## config.mk

```make
export PLATFORM = sky130hd
export DESIGN_NAME = usb_port_wake_ctl
export DESIGN_NICKNAME = d
export VERILOG_FILES = /design/src/rtl/pws_pkg.sv /design/src/rtl/pws_sw_decode.sv /design/src/rtl/pws_port_state.sv /design/src/rtl/pws_notify.sv /design/src/rtl/usb_port_wake_ctl.sv
export SDC_FILE = /design/constraint.sdc
export NUM_CORES = 1
export LEC_CHECK = 0
export BUFFER_PORTS_ARGS = -buffer_cell sky130_fd_sc_hd__buf_2
export CAP_MARGIN = 0
export CELL_PAD_IN_SITES_DETAIL_PLACEMENT = 1
export CELL_PAD_IN_SITES_GLOBAL_PLACEMENT = 1
export CORE_MARGIN = 4
export CORE_UTILIZATION = 35
export CTS_BUF_LIST = sky130_fd_sc_hd__clkbuf_2 sky130_fd_sc_hd__clkbuf_4 sky130_fd_sc_hd__clkbuf_8
export CTS_CLUSTER_SIZE = 12
export DETAILED_ROUTE_END_ITERATION = 12
export PLACE_DENSITY_LB_ADDON = 0.05
export SETUP_SLACK_MARGIN = 0.5
export SYNTH_ARGS = -nofsm -noshare
export SYNTH_HDL_FRONTEND = slang
export SYNTH_HIERARCHICAL = 1
export SYNTH_SLANG_ARGS = --single-unit
```

## constraint.sdc

```tcl
create_clock -name clk -period 1 [get_ports clk]
set_input_delay 0.1 -clock clk [delete_from_list [all_inputs] [get_ports clk]]
set_output_delay 0.1 -clock clk [all_outputs]
set_load 0.03 [all_outputs]
```

## src/rtl/pws_pkg.sv

```systemverilog
package pws_pkg;

  localparam int SEL_W = 2;

  typedef enum logic [SEL_W-1:0] {
    SEL_PORT = 2'd0,
    SEL_WAKE = 2'd1,
    SEL_IEN  = 2'd2,
    SEL_STAT = 2'd3
  } pws_sel_e;

  // port-control field positions
  localparam int PB_EN   = 0;
  localparam int PB_SUSP = 1;
  localparam int PB_FPR  = 2;
  localparam int PB_CSC  = 3;
  localparam int PB_OCC  = 4;
  localparam int PORT_W  = 5;

  // wake-enable field positions
  localparam int WB_CONN = 0;
  localparam int WB_DISC = 1;
  localparam int WB_OC   = 2;
  localparam int WAKE_W  = 3;

  localparam int IB_PCE  = 0;
  localparam int SB_PCI  = 0;

  typedef struct packed {
    logic en_wr;
    logic en_val;
    logic susp_set;
    logic fpr_zero;
    logic csc_w1c;
    logic occ_w1c;
  } pws_pcmd_t;

  typedef struct packed {
    logic              wake_wr;
    logic [WAKE_W-1:0] wake_val;
    logic              ien_wr;
    logic              ien_val;
    logic              pci_w1c;
  } pws_ncmd_t;

  typedef struct packed {
    logic resume;
    logic conn;
    logic disc;
    logic oc;
  } pws_hit_t;

endpackage

```

## src/rtl/pws_sw_decode.sv

```systemverilog
module pws_sw_decode
  import pws_pkg::*;
#(
  parameter int DATA_W = 5
) (
  input  logic              wr_en,
  input  logic [SEL_W-1:0]  wr_sel,
  input  logic [DATA_W-1:0] wr_data,
  output pws_pcmd_t         pcmd,
  output pws_ncmd_t         ncmd
);

  pws_sel_e sel;
  assign sel = pws_sel_e'(wr_sel);

  always_comb begin
    pcmd = '0;
    ncmd = '0;
    if (wr_en) begin
      unique case (sel)
        SEL_PORT: begin
          pcmd.en_wr    = 1'b1;
          pcmd.en_val   = wr_data[PB_EN];
          pcmd.susp_set = wr_data[PB_SUSP];
          pcmd.fpr_zero = ~wr_data[PB_FPR];
          pcmd.csc_w1c  = wr_data[PB_CSC];
          pcmd.occ_w1c  = wr_data[PB_OCC];
        end
        SEL_WAKE: begin
          ncmd.wake_wr  = 1'b1;
          ncmd.wake_val = wr_data[WAKE_W-1:0];
        end
        SEL_IEN: begin
          ncmd.ien_wr  = 1'b1;
          ncmd.ien_val = wr_data[IB_PCE];
        end
        SEL_STAT: begin
          ncmd.pci_w1c = wr_data[SB_PCI];
        end
        default: begin
          pcmd = '0;
          ncmd = '0;
        end
      endcase
    end
  end

endmodule

```

## src/rtl/pws_port_state.sv

```systemverilog
module pws_port_state
  import pws_pkg::*;
(
  input  logic      clk,
  input  logic      rst_n,
  input  logic      ev_resume,
  input  logic      ev_conn,
  input  logic      ev_disc,
  input  logic      ev_oc,
  input  logic      halted,
  input  pws_pcmd_t cmd,
  output logic      conn,
  output logic      en,
  output logic      susp,
  output logic      fpr,
  output logic      csc,
  output logic      oca,
  output logic      occ,
  output logic      resusp,
  output pws_hit_t  hit
);

  logic conn_n, en_n, susp_n, fpr_n, csc_n, oca_n, occ_n, resusp_n;
  logic fpr_term;

  always_comb begin
    hit.disc   = ev_disc & conn;
    hit.conn   = ev_conn & ~conn;
    hit.oc     = ev_oc & conn;
    hit.resume = ev_resume & susp & ~hit.disc & ~hit.oc;
  end

  assign fpr_term = cmd.fpr_zero & fpr;

  always_comb begin
    conn_n   = conn;
    en_n     = en;
    susp_n   = susp;
    fpr_n    = fpr;
    csc_n    = csc;
    oca_n    = oca;
    occ_n    = occ;
    resusp_n = resusp;

    if (hit.conn) begin
      conn_n = 1'b1;
      oca_n  = 1'b0;
    end
    if (hit.disc) conn_n = 1'b0;

    if (cmd.en_wr) en_n = cmd.en_val & conn & ~oca;
    if (hit.oc || hit.disc) en_n = 1'b0;

    if (cmd.susp_set && en) susp_n = 1'b1;
    if (fpr_term && !halted && !hit.resume) susp_n = 1'b0;

    if (hit.resume)    fpr_n = 1'b1;
    else if (fpr_term) fpr_n = 1'b0;

    if (cmd.csc_w1c) csc_n = 1'b0;
    if (hit.conn || hit.disc) csc_n = 1'b1;

    if (hit.oc) oca_n = 1'b1;

    if (cmd.occ_w1c) occ_n = 1'b0;
    if (hit.oc) occ_n = 1'b1;

    if (!en_n) begin
      susp_n = 1'b0;
      fpr_n  = 1'b0;
    end

    if (hit.resume || !en_n) resusp_n = 1'b0;
    else if (fpr_term && halted) resusp_n = 1'b1;
  end

  always_ff @(posedge clk or negedge rst_n) begin
    if (!rst_n) begin
      conn   <= 1'b0;
      en     <= 1'b0;
      susp   <= 1'b0;
      fpr    <= 1'b0;
      csc    <= 1'b0;
      oca    <= 1'b0;
      occ    <= 1'b0;
      resusp <= 1'b0;
    end else begin
      conn   <= conn_n;
      en     <= en_n;
      susp   <= susp_n;
      fpr    <= fpr_n;
      csc    <= csc_n;
      oca    <= oca_n;
      occ    <= occ_n;
      resusp <= resusp_n;
    end
  end

  AST_RESUME_SETS_FPR: assert property (@(posedge clk) disable iff (!rst_n)
    (ev_resume && susp && !ev_disc && !ev_oc && !(cmd.en_wr && !cmd.en_val)) |=> fpr);
  AST_RESUME_END: assert property (@(posedge clk) disable iff (!rst_n)
    (cmd.fpr_zero && fpr && !halted && !ev_resume && !ev_disc && !ev_oc) |=> (!fpr && !susp));
  AST_RESUSPEND: assert property (@(posedge clk) disable iff (!rst_n)
    (cmd.fpr_zero && fpr && halted && !ev_resume && !ev_disc && !ev_oc && !(cmd.en_wr && !cmd.en_val))
      |=> (susp && resusp && !fpr));
  AST_DISC_CLEARS: assert property (@(posedge clk) disable iff (!rst_n)
    (ev_disc && conn) |=> (!conn && !en && !susp && csc));
  AST_CONN_SETS: assert property (@(posedge clk) disable iff (!rst_n)
    (ev_conn && !conn) |=> (conn && csc));
  AST_OC_SETS: assert property (@(posedge clk) disable iff (!rst_n)
    (ev_oc && conn) |=> (oca && occ && !en));
  AST_SUSP_NEEDS_EN: assert property (@(posedge clk) disable iff (!rst_n)
    susp |-> en);

endmodule

```

## src/rtl/pws_notify.sv

```systemverilog
module pws_notify
  import pws_pkg::*;
(
  input  logic      clk,
  input  logic      rst_n,
  input  pws_hit_t  hit,
  input  pws_ncmd_t cmd,
  output logic      pci,
  output logic      irq,
  output logic      pme
);

  logic [WAKE_W-1:0] wake_en;
  logic              ien;
  logic              any_hit;
  logic              pme_set;

  assign any_hit = hit.resume | hit.conn | hit.disc | hit.oc;
  assign pme_set = hit.resume
                 | (hit.conn & wake_en[WB_CONN])
                 | (hit.disc & wake_en[WB_DISC])
                 | (hit.oc   & wake_en[WB_OC]);

  always_ff @(posedge clk or negedge rst_n) begin
    if (!rst_n) begin
      wake_en <= '0;
      ien     <= 1'b0;
      pci     <= 1'b0;
      pme     <= 1'b0;
    end else begin
      if (cmd.wake_wr) wake_en <= cmd.wake_val;
      if (cmd.ien_wr)  ien     <= cmd.ien_val;
      if (any_hit)          pci <= 1'b1;
      else if (cmd.pci_w1c) pci <= 1'b0;
      if (pme_set)          pme <= 1'b1;
      else if (cmd.pci_w1c) pme <= 1'b0;
    end
  end

  assign irq = pci & ien;

  AST_HW_WINS: assert property (@(posedge clk) disable iff (!rst_n)
    any_hit |=> pci);
  AST_ACK_CLEARS: assert property (@(posedge clk) disable iff (!rst_n)
    (cmd.pci_w1c && !any_hit) |=> (!pci && !pme));
  AST_PME_HOLD: assert property (@(posedge clk) disable iff (!rst_n)
    (pme && !cmd.pci_w1c) |=> pme);
  AST_PME_NEEDS_PCI: assert property (@(posedge clk) disable iff (!rst_n)
    pme |-> pci);

endmodule

```

## src/rtl/usb_port_wake_ctl.sv

```systemverilog
module usb_port_wake_ctl
  import pws_pkg::*;
#(
  parameter int DATA_W = PORT_W
) (
  input  logic              clk,
  input  logic              rst_n,
  input  logic              ev_resume_k,
  input  logic              ev_connect,
  input  logic              ev_disconnect,
  input  logic              ev_overcurrent,
  input  logic              ctl_halted,
  input  logic              sw_wr_en,
  input  logic [SEL_W-1:0]  sw_wr_sel,
  input  logic [DATA_W-1:0] sw_wr_data,
  output logic              port_connected,
  output logic              port_enabled,
  output logic              port_suspended,
  output logic              port_force_resume,
  output logic              port_conn_change,
  output logic              port_oc_active,
  output logic              port_oc_change,
  output logic              port_resuspend,
  output logic              port_change_sts,
  output logic              irq_req,
  output logic              pme_req
);

  pws_pcmd_t pcmd;
  pws_ncmd_t ncmd;
  pws_hit_t  hit;

  pws_sw_decode #(.DATA_W(DATA_W)) u_dec (
    .wr_en   (sw_wr_en),
    .wr_sel  (sw_wr_sel),
    .wr_data (sw_wr_data),
    .pcmd    (pcmd),
    .ncmd    (ncmd)
  );

  pws_port_state u_state (
    .clk       (clk),
    .rst_n     (rst_n),
    .ev_resume (ev_resume_k),
    .ev_conn   (ev_connect),
    .ev_disc   (ev_disconnect),
    .ev_oc     (ev_overcurrent),
    .halted    (ctl_halted),
    .cmd       (pcmd),
    .conn      (port_connected),
    .en        (port_enabled),
    .susp      (port_suspended),
    .fpr       (port_force_resume),
    .csc       (port_conn_change),
    .oca       (port_oc_active),
    .occ       (port_oc_change),
    .resusp    (port_resuspend),
    .hit       (hit)
  );

  pws_notify u_note (
    .clk   (clk),
    .rst_n (rst_n),
    .hit   (hit),
    .cmd   (ncmd),
    .pci   (port_change_sts),
    .irq   (irq_req),
    .pme   (pme_req)
  );

endmodule

```

# Word level (Yosys, flattened, before mapping)
# Index checks and enable logic that the tools add are counted.
totals:
  inputBits: 15
  register_bits: 14
  wordCells: 86
  out_inout_bits: 11
classes:
  n_mux: 27
  eq_ne: 5
  n_reduce_logical: 18
  bitwise_logic: 24
op_table:
  columns: ["cell", "n"]
  rows:
  - ["2-to-1 mux 1 bit", 22]
  - ["nonzero test 2 bit", 7]
  - ["bitwise AND 1 bit", 13]
  - ["2-to-1 mux 6 bit", 2]
  - ["2-to-1 mux 7 bit", 1]
  - ["bitwise OR 1 bit", 6]
  - ["NOT 1 bit", 5]
  - ["equality test 2 bit, second input constant", 2]
  - ["logical AND 1 bit", 4]
  - ["2-to-1 mux 4 bit", 1]
  - ["zero test 1 bit", 3]
  - ["logical OR 1 bit", 3]
  - ["!= test 3 x 2 -> 1 bit, second input constant", 1]
  - ["!= test 3 bit, second input constant", 1]
  - ["equality test 2 x 1 -> 1 bit, second input constant", 1]
  - ["zero test 2 bit", 1]
  - ["2-to-1 mux 2 bit", 1]

# Longest topological paths before layout
# Gate-level depths: netlist of the first run.
logic_depth:
  ltp_word: 10
  ltp_mapped: 5

# By module
# The synthesis of the first run kept the hierarchy.
modules_own_cells:
  columns: ["module", "area_each_um2", "seq_area_each_um2", "instances", "cells_per_inst"]
  rows:
  - ["pws_port_state", 357.8, 200.2, 1, 36]
  - ["pws_notify", 240.2, 150.1, 1, 18]
  - ["pws_sw_decode", 196.4, 0.0, 1, 16]

# Worst setup path before layout of the first run
# No wires, ideal clock.
synth_path:
  kind: "reg-to-reg"
  startpoint: "register u_state.conn"
  endpoint: "register u_note.pci"
  t_arrival_ns: 1.205
  path_stages_with_launch: 6
  setup_time_ns: 0.131
  required_time_ns: 0.869
  period_less_slack_ns: 1.336
  path_slack_ns: -0.336
  path_cell_list: "dfrtp_1 o21ai_1 nand3_1 inv_1 nor4_1 o21ai_1"
synth_lines:
  columns: ["element", "line", "source"]
  rows:
  - ["from (decl)", "pws_port_state.sv:12", "output logic conn,"]
  - ["from (signal assigned)", "pws_port_state.sv:88", "conn <= conn_n;"]
  - ["to (signal assigned)", "pws_notify.sv:28", "pci <= 1'b0;"]
  - ["to (signal assigned)", "pws_notify.sv:33", "if (any_hit) pci <= 1'b1;"]
  - ["to (signal assigned)", "pws_notify.sv:34", "else if (cmd.pci_w1c) pci <= 1'b0;"]
  - ["to (decl)", "pws_notify.sv:8", "output logic pci,"]

# Worst setup path in the final report of the first run
layout_path:
  startpoint: "register u_state.conn"
  endpoint: "register u_state.resusp"
layout_via:
  elab_chain_cells: 7
  elab_cells_between_ends: 15
layout_rtl:
  columns: ["element", "line", "source"]
  rows:
  - ["bitwise AND 1 bit (2 in series)", "pws_port_state.sv:51", "if (cmd.en_wr) en_n = cmd.en_val & conn & ~oca;"]
  - ["2-to-1 mux 1 bit", "pws_port_state.sv:51", null]
  - ["2-to-1 mux 1 bit", "pws_port_state.sv:52", "if (hit.oc || hit.disc) en_n = 1'b0;"]
  - ["zero test 1 bit", null, null]
  - ["logical OR 1 bit *", "pws_port_state.sv:73", "if (hit.resume || !en_n) resusp_n = 1'b0;"]
  - ["2-to-1 mux 1 bit or nonzero test 2 bit (tied branches)", null, null]
  - ["to (signal assigned)", "pws_port_state.sv:95", "resusp <= resusp_n;"]
  - ["to (decl)", "pws_port_state.sv:19", "output logic resusp,"]
# Mark *: on every way between the ends. The rest lies on a longest branch, timed or not.
# A chain may end at the register's enable or synchronous reset.

==> results of run 1 <==
## cells by family after synthesis
group           after synthesis
compound gates               11
flops                        14
buf+inv                      10
simple gates                 31
mux                           4
## sequential cells by signal, indices dropped and copies added, names as in the netlist
| signal | flops |
|---|---|
| u_state/en | 1 |
| u_state/oca | 1 |
| u_note/ien | 1 |
| u_note/wake_en | 3 |
| u_state/csc | 1 |
| u_note/pci | 1 |
| u_state/occ | 1 |
| u_state/susp | 1 |
| u_state/resusp | 1 |
| u_state/fpr | 1 |
| u_state/conn | 1 |
| u_note/pme | 1 |
## worst register-to-register path, cell delays in order (launching register included)
cell	delay [ns]
sky130_fd_sc_hd__dfrtp_2	0.44
sky130_fd_sc_hd__buf_6	0.12
sky130_fd_sc_hd__and3b_1	0.16
sky130_fd_sc_hd__o211ai_2	0.21
sky130_fd_sc_hd__nor3_1	0.09
## repair_timing
item                       CTS  global route
cloned                       0             0
hold endpoints to repair    14            14
buffers inserted             3             1
resized for setup           37             2
pin swaps                    3             1
setup endpoints to repair   25            25
## power by group
part           leakage (uW)  switching, uW  internal, uW  total, uW
Combinational      0.000402            251           272        523
Sequential         0.000163           46.5           628        674
Clock             0.0000210            201           222        423
Total              0.000586            499          1120       1620
## area by class of cell
| type | count | area [sq um] | area share |
|---|---|---|---|
| Timing Repair Buffer | 40 | 335 | 0.273 |
| Tap cell | 27 | 33.8 | 0.0275 |
| Inverter | 6 | 22.5 | 0.0183 |
| Multi-Input combinational cell | 46 | 440 | 0.358 |
| Sequential cell | 14 | 362 | 0.294 |
| Clock buffer | 4 | 36.3 | 0.0295 |
## routing by layer
metal	GRT usage	vias up
li1	-	334
met1	0.170	321
met2	0.243	15
met3	0.0348	2
met4	0.0521	0
met5	0	-
## per-stage QoR
step	cells	util
detailed placement	129	0.501
finish	137	0.596
global placement	129	0.501
global route	137	0.596
CTS	136	0.587
floorplan	70	-
## cell usage in the layout (no fill, tap or decap), types with 2 or more instances in the layout
cell type,instances
sky130_fd_sc_hd__nand2b_1,2
sky130_fd_sc_hd__inv_1,5
sky130_fd_sc_hd__mux2_4,4
sky130_fd_sc_hd__and2_4,2
sky130_fd_sc_hd__and3b_2,2
sky130_fd_sc_hd__and4b_1,2
sky130_fd_sc_hd__a21oi_1,2
sky130_fd_sc_hd__dfrtp_2,9
sky130_fd_sc_hd__clkbuf_4,3
sky130_fd_sc_hd__nor3_1,2
sky130_fd_sc_hd__buf_2,13
sky130_fd_sc_hd__nor2_1,4
sky130_fd_sc_hd__dfrtp_1,5
sky130_fd_sc_hd__buf_6,18
sky130_fd_sc_hd__and4b_2,2
sky130_fd_sc_hd__buf_4,9
sky130_fd_sc_hd__and4bb_2,3
## final timing paths
kind	endpoint	slack, ns	depth (start not counted)
max in group asynchronous	u_state/conn$_DFFE_PN0P_	1.03	1
worst max-delay path	u_state/resusp$_DFFE_PN0P_	-0.13	4
min in group clk	u_state/conn$_DFFE_PN0P_	0.06	3
worst min-delay path	u_note/ien$_DFFE_PN0P_	-0.30	1
worst min register to register	u_state/occ$_DFFE_PN0P_	0.51	1
worst max register to register	u_state/resusp$_DFFE_PN0P_	-0.13	4
==> metrics.yaml, run 1 <==
pwr:
  irDropWorstVdd_v: 0.000811
  power.leakage_uw: 0.000586
  p_per_area_mw_per_mm2: 1320
  fin_total_pwr_uw: 1620
placement:
  place_area_sq_mm: 0.00103
  buffer_ports.inserted: 25
  preCtsSetupSlack_ns: -0.220
  post_detail_place_hpwl_mm: 1.54
  gp_congestion: 0.779
timing:
  fin_tns_setup_ns: -0.985
  setup_viol: 13
  post_route_skew_ns: 0.00537
  max_slew.worst_pin.slew_ns: 0.330
  timing_max_transition_violations_final: 0
  max_freq_ghz: 0.887
  setup_ws_ns: -0.128
  finalHoldViolCount: 14
  rsz0062_at_grt: "true"
  worst_slew_margin_rel: 0.780
  min_period_ns: 1.13
  timing.hold.ws_ns: -0.305
  layout_worst_path_cycle_share: 1.13
critical_path:
  worst_setup_path_end_kind: "register"
  worst_ep_required_time_ns: 1.17
  launch_instance_of_the_worst_register_to_register_path: "u_state/conn$_DFFE_PN0P_"
  path_max_fanout: 5
  worst-path-buf-inv: 1
  setup.worst_path.start: "u_state/conn$_DFFE_PN0P_"
  crit_chain: "buf_6, and3b_1, o211ai_2, nor3_1"
  critPathKind: "reg2reg"
  crit_arrival_ns: 1.30
  cp_slowest_stage_delay_ns: 0.44
  slowest_stage: "sky130_fd_sc_hd__dfrtp_2"
  startpoint_type: "register"
  worst_path_dominant_cell_family: "flip-flops"
floorplan:
  ios: 26
  fp.coreArea_sq_mm: 0.00206
  dieArea_sq_mm: 0.00310
  chipWidth_um: 55.6
  initial_cell_density_of_the_core: 0.385
  die_h_um: 55.6
  floorplan.rows: 16
synth:
  share_of_the_synthesized_area_in_the_top_cell_type: 0.441
  netlist_instances: 70
  synth_enable_flop_cells: 0
  synthesis.nets: 85
  yosysWarnings: 6
  post-synth-top-count-cell: "sky130_fd_sc_hd__dfrtp_1"
  post_synth_main_area_contributors: "sky130_fd_sc_hd__dfrtp_1 (44%), sky130_fd_sc_hd__mux2_2 (5.7%), sky130_fd_sc_hd__and4bb_2 (4.7%), sky130_fd_sc_hd__nor4bb_4 (3.1%), sky130_fd_sc_hd__nor4b_4 (3.0%)"
  post_synthesis_register_bit_count: 14
  synth_commonest_cells: "sky130_fd_sc_hd__dfrtp_1 (14), sky130_fd_sc_hd__inv_1 (6), sky130_fd_sc_hd__mux2_2 (4), sky130_fd_sc_hd__nor2_1 (4)"
  synth_simple_gate_area_share: 0.332
  netlist-cell-type-count: 31
  postSynth.topFlopCell: "sky130_fd_sc_hd__dfrtp_1"
  netlist.top_cell.by_area: "sky130_fd_sc_hd__dfrtp_1"
  area_share_of_xor_xnor_cells_in_the_synthesized_design: 0
  synth_top_family_by_area: "simple AND/OR/NAND/NOR gates"
  postSynthAreaPerCell_sq_um: 11.4
  proportion_of_synthesized_flip_flops_having_asynchronous_set_or_reset: 1.00
  yosys.area_share.adder: 0
  synth_seq_area_share: 0.441
  syn_area_sq_um: 795
  muxShareOfSynthArea: 0.0567
  synth-compound-area-share: 0.0945
clock_tree:
  cts_max_level: 1
  clock_sink_count: 14
  clock_insertion_delay_worst_skew_ns: 0.28
  ctsLongestPathBuffers: 2
  clock_pin_slew_reported_for_the_worst_setup_and_hold_paths_after_clock_tree_synthesis_ns: 0.09
  library_cell_used_as_clock_root_buffer: "sky130_fd_sc_hd__clkbuf_4"
  cts_tree: "built"
  cts-buffers-inserted: 3
final_layout:
  flow.area_growth_from_synthesis_pct: 54.8
  nNetsFinal: 126
  diodes: 0
  fill_cells: 228
  postLayoutCellArea_sq_mm: 0.00123
  drive_gt1_frac: 0.709
flow_run:
  max_cap_violations: 0
routing:
  post_route_m1_wl_um: 864
  dr_total_vias: 672
  dr.max_layer_used: "met4"
  drt-vias-per-instance: 4.91
  routedWlPerCell_um: 14.7
  drt_iter0_drc: 5
  met2WireLength_mm: 1.03
  route.met3.wl_um: 91
  drt_pre_antenna_iters: 4
  total_wire_length_mm: 2.02
  drc: 0
  ant_nets: 0
hold_path:
  min-delay-path-class: "in2async"
grt:
  grt_pass1_vias: 748
  grt_antenna_before_repair: 0
  congestion_overflow_gr: 0
  pin_count_of_the_biggest_net_entering_global_routing: 15
  grt_pass1_wl_mm: 3.46
  grt_use_total: 0.142
status:
  outcome: "finished with violations"
  failed_checks: "negative hold slack, negative setup slack"
No activity file was read; power rests on OpenSTA's default activity.
==> run 2, diff against run 1 <==
--- a/config.mk
+++ b/config.mk
@@ -5,15 +5,15 @@
 export SDC_FILE = /design/constraint.sdc
 export NUM_CORES = 1
 export LEC_CHECK = 0
-export BUFFER_PORTS_ARGS = -buffer_cell sky130_fd_sc_hd__buf_2
 export CAP_MARGIN = 0
 export CELL_PAD_IN_SITES_DETAIL_PLACEMENT = 1
 export CELL_PAD_IN_SITES_GLOBAL_PLACEMENT = 1
 export CORE_MARGIN = 4
-export CORE_UTILIZATION = 35
+export CORE_UTILIZATION = 44
 export CTS_BUF_LIST = sky130_fd_sc_hd__clkbuf_2 sky130_fd_sc_hd__clkbuf_4 sky130_fd_sc_hd__clkbuf_8
 export CTS_CLUSTER_SIZE = 12
 export DETAILED_ROUTE_END_ITERATION = 12
+export DONT_BUFFER_PORTS = 1
 export PLACE_DENSITY_LB_ADDON = 0.05
 export SETUP_SLACK_MARGIN = 0.5
 export SYNTH_ARGS = -nofsm -noshare
==> constraint.sdc (replaced) <==
create_clock -name clk -period 1 [get_ports clk]
set_input_delay 0.05 -clock clk [delete_from_list [all_inputs] [get_ports clk]]
set_output_delay 0.05 -clock clk [all_outputs]
set_load 0.03 [all_outputs]
==> metrics.yaml, run 2 (synthesized netlist as in run 1, its figures left out) <==
floorplan:
  die_h_um: 50.5  # -9.3%
  chipWidth_um: 50.5  # -9.3%
  floorplan.rows: 15  # -1
  dieArea_sq_mm: 0.00255  # -18%
  fp.coreArea_sq_mm: 0.00173  # -16%
  initial_cell_density_of_the_core: 0.460  # +0.0748
  ios: 26  # unchanged
timing:
  max_freq_ghz: 0.902  # +1.7%
  rsz0062_at_grt: "true"
  timing.hold.ws_ns: -0.147  # +0.158 ns
  timing_max_transition_violations_final: 0  # unchanged
  post_route_skew_ns: 0.00565  # +0.000276 ns
  worst_slew_margin_rel: 0.567  # -0.213
  layout_worst_path_cycle_share: 1.11  # -0.0192
  max_slew.worst_pin.slew_ns: 0.649  # +0.320 ns
  min_period_ns: 1.11  # -0.0192 ns
  finalHoldViolCount: 18  # +4
  setup_ws_ns: -0.108  # +0.0192 ns
  setup_viol: 8  # -5
pwr:
  sw_frac_of_total: 0.294  # -0.0139
  p_per_area_mw_per_mm2: 1400  # +6.4%
  power.leakage_uw: 0.000496  # -15%
  irDropWorstVdd_v: 0.000951  # +17%
  combPwrFrac: 0.297  # -0.026
  fin_total_pwr_uw: 1540  # -5.3%
  pwr-share-clk: 0.266  # +0.005
  netSwitchingPower_uw: 451  # -9.5%
  p_int_uw: 1080  # -3.3%
  power.sequential.fraction: 0.438  # +0.022
routing:
  drt_pre_antenna_iters: 2  # -2
  ant_nets: 0  # unchanged
  dr_total_vias: 593  # -12%
  routedWlPerCell_um: 17.4  # +18%
  drt-vias-per-instance: 5.20  # +6.0%
  drc: 0  # unchanged
  total_wire_length_mm: 1.98  # -1.9%
  drt_iter0_drc: 3  # -2
clock_tree:
  clock_pin_slew_reported_for_the_worst_setup_and_hold_paths_after_clock_tree_synthesis_ns: 0.09  # about the same
  clock_sink_count: 14  # unchanged
  cts_tree: "built"
  cts_max_level: 1  # unchanged
  library_cell_used_as_clock_root_buffer: "sky130_fd_sc_hd__clkbuf_4"
  ctsLongestPathBuffers: 2  # unchanged
  holdBufCountCts: 1
  clock_insertion_delay_worst_skew_ns: 0.28  # about the same
  cts-buffers-inserted: 3  # unchanged
grt:
  pin_count_of_the_biggest_net_entering_global_routing: 15  # unchanged
  congestion_overflow_gr: 0  # unchanged
  grt_antenna_before_repair: 0  # unchanged
  grt_use_total: 0.174  # +0.0321
  grt_pass1_wl_mm: 3.24  # -6.4%
  grt_pass1_vias: 670  # -10%
critical_path:
  crit_arrival_ns: 1.27  # -0.03 ns
  path_max_fanout: 7  # +2
  worst_setup_path_end_kind: "register"
  worst_ep_required_time_ns: 1.16  # about the same
  startpoint_type: "register"
  worst_r2r_path_depth: 6  # +2
  slowest_stage: "sky130_fd_sc_hd__dfrtp_2"
  r2r_slack_ns: -0.11  # +0.02 ns
  critPathKind: "reg2reg"
  crit_chain: "o21ai_2, nand3_2, inv_2, buf_4, a21oi_2, nand3_1"
  cp_slowest_stage_delay_ns: 0.44  # about the same
final_layout:
  postLayoutCellArea_sq_mm: 0.00109  # -11%
  nNetsFinal: 105  # -17%
  largest_register: "u_note/wake_en"
  drive_gt1_frac: 0.640  # -0.0686
  flow.area_growth_from_synthesis_pct: 37.8
  layout_common_cells: "sky130_fd_sc_hd__buf_6 (11), sky130_fd_sc_hd__dfrtp_2 (9), sky130_fd_sc_hd__buf_4 (7)"
  largest_register_ffs: 3  # unchanged
  fill_cells: 182  # -20%
  diodes: 0  # unchanged
  final_common_cell: "sky130_fd_sc_hd__buf_6"
placement:
  preCtsSetupSlack_ns: -0.157  # +0.0629 ns
  place_area_sq_um: 935  # -9.5%
  gp_congestion: 0.766  # -1.7%
  post_detail_place_hpwl_mm: 1.38  # -10%
  buffer_ports.inserted: 0  # -100%
hold_path:
  min-delay-path-class: "in2async"
status:
  outcome: "finished with violations"
  failed_checks: "negative hold slack, negative setup slack"
flow_run:
  max_cap_violations: 0  # unchanged
## run 2: cell type report
type / instances / area, sq um / area share
clock buffers: 4 / 36.3 / 0.0331
inverters: 6 / 22.5 / 0.0206
multi-input cells: 46 / 454 / 0.415
flip-flops and latches: 14 / 362 / 0.330
well taps: 25 / 31.3 / 0.0286
repair buffers: 19 / 189 / 0.173
## run 2: through the flow
| stage | hold WS (ns) | utilization | std cells | TNS (ns) |
|---|---|---|---|---|
| after floorplan | -0.246 | - | 70 | -0.551 |
| after global placement | -0.245 | 0.541 | 106 | -0.346 |
| after detailed placement | -0.245 | 0.541 | 106 | -0.495 |
| after CTS | -0.0837 | 0.617 | 113 | -0.482 |
| after global routing | -0.0981 | 0.634 | 114 | -1.02 |
| final | -0.147 | 0.634 | 114 | -0.626 |
## run 2: power by group through the flow
stage          combinational [uW]  sequential [uW]  clock, uW
6_report                      455              672        408
3_5_place_dp                  336              676          0
5_1_grt                       485              680        455
3_3_place_gp                  333              674          0
4_1_cts                       428              670        424
2_1_floorplan                 164              766          0
## run 2: repair_timing
item,4_1_cts,5_1_grt
setup endpoints to repair,25,39
setup buffers,2,1
gates resized for setup,18,5
endpoints found under the hold margin,18,18
pin swaps,4,0
## run 2: path summary, 6_finish.rpt
| path | to | from |
|---|---|---|
| max | u_note/pme$_DFFE_PN0P_ | u_state/conn$_DFFE_PN0P_ |
| min | u_note/ien$_DFFE_PN0P_ | rst_n |
| max reg2reg | u_note/pme$_DFFE_PN0P_ | u_state/conn$_DFFE_PN0P_ |
| min reg2reg | u_state/occ$_DFFE_PN0P_ | u_state/occ$_DFFE_PN0P_ |
| max in group asynchronous | u_state/occ$_DFFE_PN0P_ | rst_n |
| min in group clk | u_state/fpr$_DFFE_PN0P_ | ev_resume_k |
## run 2: critical path, delay by kind of cell (launching register included)
| kind | cells | cell delay (ns) |
|---|---|---|
| AO/OA/AOI/OAI | 2 | 0.18 |
| flip-flops | 1 | 0.44 |
| buffers and inverters | 2 | 0.19 |
| AND/OR/NAND/NOR | 2 | 0.18 |
## run 2: per-layer routing
layer | up-vias | track usage | wire length, um
li1 | 294 | - | -
met1 | 283 | 0.225 | 923
met2 | 14 | 0.274 | 937
met3 | 2 | 0.0386 | 96
met4 | 0 | 0.0852 | 21
met5 | - | 0 | 0
==> run 3, diff against run 2 <==
--- a/config.mk
+++ b/config.mk
@@ -9,12 +9,13 @@
 export CELL_PAD_IN_SITES_DETAIL_PLACEMENT = 1
 export CELL_PAD_IN_SITES_GLOBAL_PLACEMENT = 1
 export CORE_MARGIN = 4
-export CORE_UTILIZATION = 44
+export CORE_UTILIZATION = 49
 export CTS_BUF_LIST = sky130_fd_sc_hd__clkbuf_2 sky130_fd_sc_hd__clkbuf_4 sky130_fd_sc_hd__clkbuf_8
 export CTS_CLUSTER_SIZE = 12
 export DETAILED_ROUTE_END_ITERATION = 12
 export DONT_BUFFER_PORTS = 1
 export PLACE_DENSITY_LB_ADDON = 0.05
+export RECOVER_POWER = 100
 export SETUP_SLACK_MARGIN = 0.5
 export SYNTH_ARGS = -nofsm -noshare
 export SYNTH_HDL_FRONTEND = slang
==> constraint.sdc (replaced) <==
create_clock -name clk -period 1.2 [get_ports clk]
set_input_delay 0.06 -clock clk [delete_from_list [all_inputs] [get_ports clk]]
set_output_delay 0.06 -clock clk [all_outputs]
set_load 0.03 [all_outputs]
==> metrics.yaml, run 3 (synthesized netlist as in run 1, its figures left out) <==
status:
  outcome: "finished with violations"
  failed_checks: "negative hold slack"
timing:
  fin_tns_setup_ns: 0  # +0.626 ns
  timing_max_transition_violations_final: 0  # unchanged
  max_freq_ghz: 0.864  # -4.2%
  worst_slew_margin_rel: 0.504  # -0.0629
  layout_worst_path_cycle_share: 0.965  # -0.144
  finalHoldViolCount: 15  # -3
  timing.hold.ws_ns: -0.201  # -0.0547 ns
  min_period_ns: 1.16  # +0.0492 ns
  rsz0062_at_grt: "true"
  setup_viol: 0  # -8
  post_route_skew_ns: 0.0114  # +0.00575 ns
  max_slew.worst_pin.slew_ns: 0.744  # +0.0943 ns
grt:
  congestion_overflow_gr: 0  # unchanged
  pin_count_of_the_biggest_net_entering_global_routing: 15  # unchanged
  grt_pass1_vias: 665  # -0.75%
  grt_use_total: 0.199  # +0.0248
  grt_pass1_wl_mm: 3.06  # -5.6%
  grt_antenna_before_repair: 0  # unchanged
critical_path:
  startpoint_type: "register"
  path_max_fanout: 3  # -4
  worst_ep_required_time_ns: 1.37  # +0.21 ns
  critPathKind: "reg2reg"
  worst_setup_path_end_kind: "register"
  crit_arrival_ns: 1.33  # +0.06 ns
  worst_r2r_path_depth: 3  # -3
hold_path:
  min-delay-path-class: "in2async"
floorplan:
  dieArea_sq_mm: 0.00233  # -8.6%
  ios: 26  # unchanged
  chipWidth_um: 48.3  # -4.4%
  fp.coreArea_sq_mm: 0.00152  # -12%
  floorplan.rows: 14  # -1
  initial_cell_density_of_the_core: 0.521  # +0.0612
  die_h_um: 48.3  # -4.4%
clock_tree:
  cts_max_level: 1  # unchanged
  cts_tree: "built"
  cts-buffers-inserted: 3  # unchanged
  library_cell_used_as_clock_root_buffer: "sky130_fd_sc_hd__clkbuf_4"
  ctsLongestPathBuffers: 2  # unchanged
  holdBufCountCts: 3  # +2
  clock_sink_count: 14  # unchanged
  clock_insertion_delay_worst_skew_ns: 0.29  # about the same
  clock_pin_slew_reported_for_the_worst_setup_and_hold_paths_after_clock_tree_synthesis_ns: 0.10  # about the same
placement:
  post_detail_place_hpwl_mm: 1.33  # -3.8%
  place_inst: 89  # -16%
  gp_congestion: 0.709  # -7.4%
  place_area_sq_um: 856  # -8.4%
  buffer_ports.inserted: 0  # unchanged
final_layout:
  layout_common_cells: "sky130_fd_sc_hd__dfrtp_1 (11), sky130_fd_sc_hd__clkbuf_4 (5), sky130_fd_sc_hd__clkbuf_2 (5), sky130_fd_sc_hd__inv_1 (5), sky130_fd_sc_hd__buf_4 (4)"
  nNetsFinal: 104  # -0.95%
  drive_gt1_frac: 0.489  # -0.152
  largest_register_ffs: 3  # unchanged
  flow.area_growth_from_synthesis_pct: 24.7
  diodes: 0  # unchanged
  fin_cells: 104  # -8.8%
  postLayoutCellArea_sq_um: 991  # -9.5%
  largest_register: "u_note/wake_en"
  final_common_cell: "sky130_fd_sc_hd__dfrtp_1"
routing:
  drt-vias-per-instance: 6.15  # +18%
  drc: 0  # unchanged
  drt_pre_antenna_iters: 4  # +2
  route.met3.wl_um: 140  # +46%
  met2WireLength_mm: 1.08  # +15%
  total_wire_length_mm: 2.09  # +5.5%
  drt_iter0_drc: 9  # +6
  post_route_m1_wl_um: 806  # -13%
  routedWlPerCell_um: 20.1  # +16%
  dr.max_layer_used: "met4"
  dr_total_vias: 640  # +7.9%
  ant_nets: 0  # unchanged
pwr:
  combPwrFrac: 0.215  # -0.082
  p_per_area_mw_per_mm2: 1210  # -14%
  p_int_uw: 827  # -24%
  power.sequential.fraction: 0.494  # +0.056
  irDropWorstVdd_v: 0.000563  # -41%
  pwr-share-clk: 0.291  # +0.025
  netSwitchingPower_uw: 373  # -17%
  power.leakage_uw: 0.000460  # -7.2%
  sw_frac_of_total: 0.311  # +0.0166
  fin_total_pwr_uw: 1200  # -22%
flow_run:
  max_cap_violations: 0  # unchanged
## run 3: per-layer routing
metal	GRT usage	up-vias
li1	-	289
met1	0.236	320
met2	0.331	25
met3	0.0627	6
met4	0.0806	0
met5	0	-
## run 3: final cells by class
cell class / instances / area [sq um]
fillers: 167 / 533
multi-input cells: 46 / 434
flip-flops and latches: 14 / 354
repair buffers: 18 / 124
clock buffers: 4 / 36.3
inverters: 6 / 22.5
well taps: 16 / 20.0
## run 3: repair_timing
| action | CTS | global route |
|---|---|---|
| buffers inserted | 3 | 5 |
| endpoints found under the hold margin | 18 | 14 |
| gates resized for setup | 16 | 9 |
| setup endpoints to repair | 25 | 39 |
| pin swaps | 6 | 2 |
## run 3: through the flow
step	setup WS, ns	util
CTS	0.126	0.651
global route	-0.000585	0.650
detailed placement	0.0349	0.562
finish	0.0424	0.650
floorplan	0.0177	-
global placement	0.106	0.562
## run 3: path summary, 6_finish.rpt
kind | slack, ns | start | endpoint
worst min register to register | 0.50 | u_state/csc$_DFFE_PN0P_ | u_state/csc$_DFFE_PN0P_
min in group clk | -0.01 | ev_overcurrent | u_state/en$_DFF_PN0_
worst max-delay path | 0.04 | u_state/susp$_DFFE_PN0P_ | u_state/susp$_DFFE_PN0P_
worst min-delay path | -0.20 | rst_n | u_note/ien$_DFFE_PN0P_
worst max register to register | 0.04 | u_state/susp$_DFFE_PN0P_ | u_state/susp$_DFFE_PN0P_
max in group asynchronous | 0.87 | rst_n | u_state/conn$_DFFE_PN0P_
## run 3: critical path: stages, from the launching register on
cell,delay (ns)
sky130_fd_sc_hd__dfrtp_1,0.41
sky130_fd_sc_hd__clkbuf_2,0.22
sky130_fd_sc_hd__a211oi_1,0.30
sky130_fd_sc_hd__nor3_1,0.11
## run 3: power groups by stage
stage                     Sequential (uW)  Combinational [uW]  Clock [uW]
after floorplan                       634                 137           0
after global placement                598                 196           0
after detailed placement              600                 199           0
after CTS                             598                 253         353
after global routing                  600                 280         384
final                                 593                 258         349
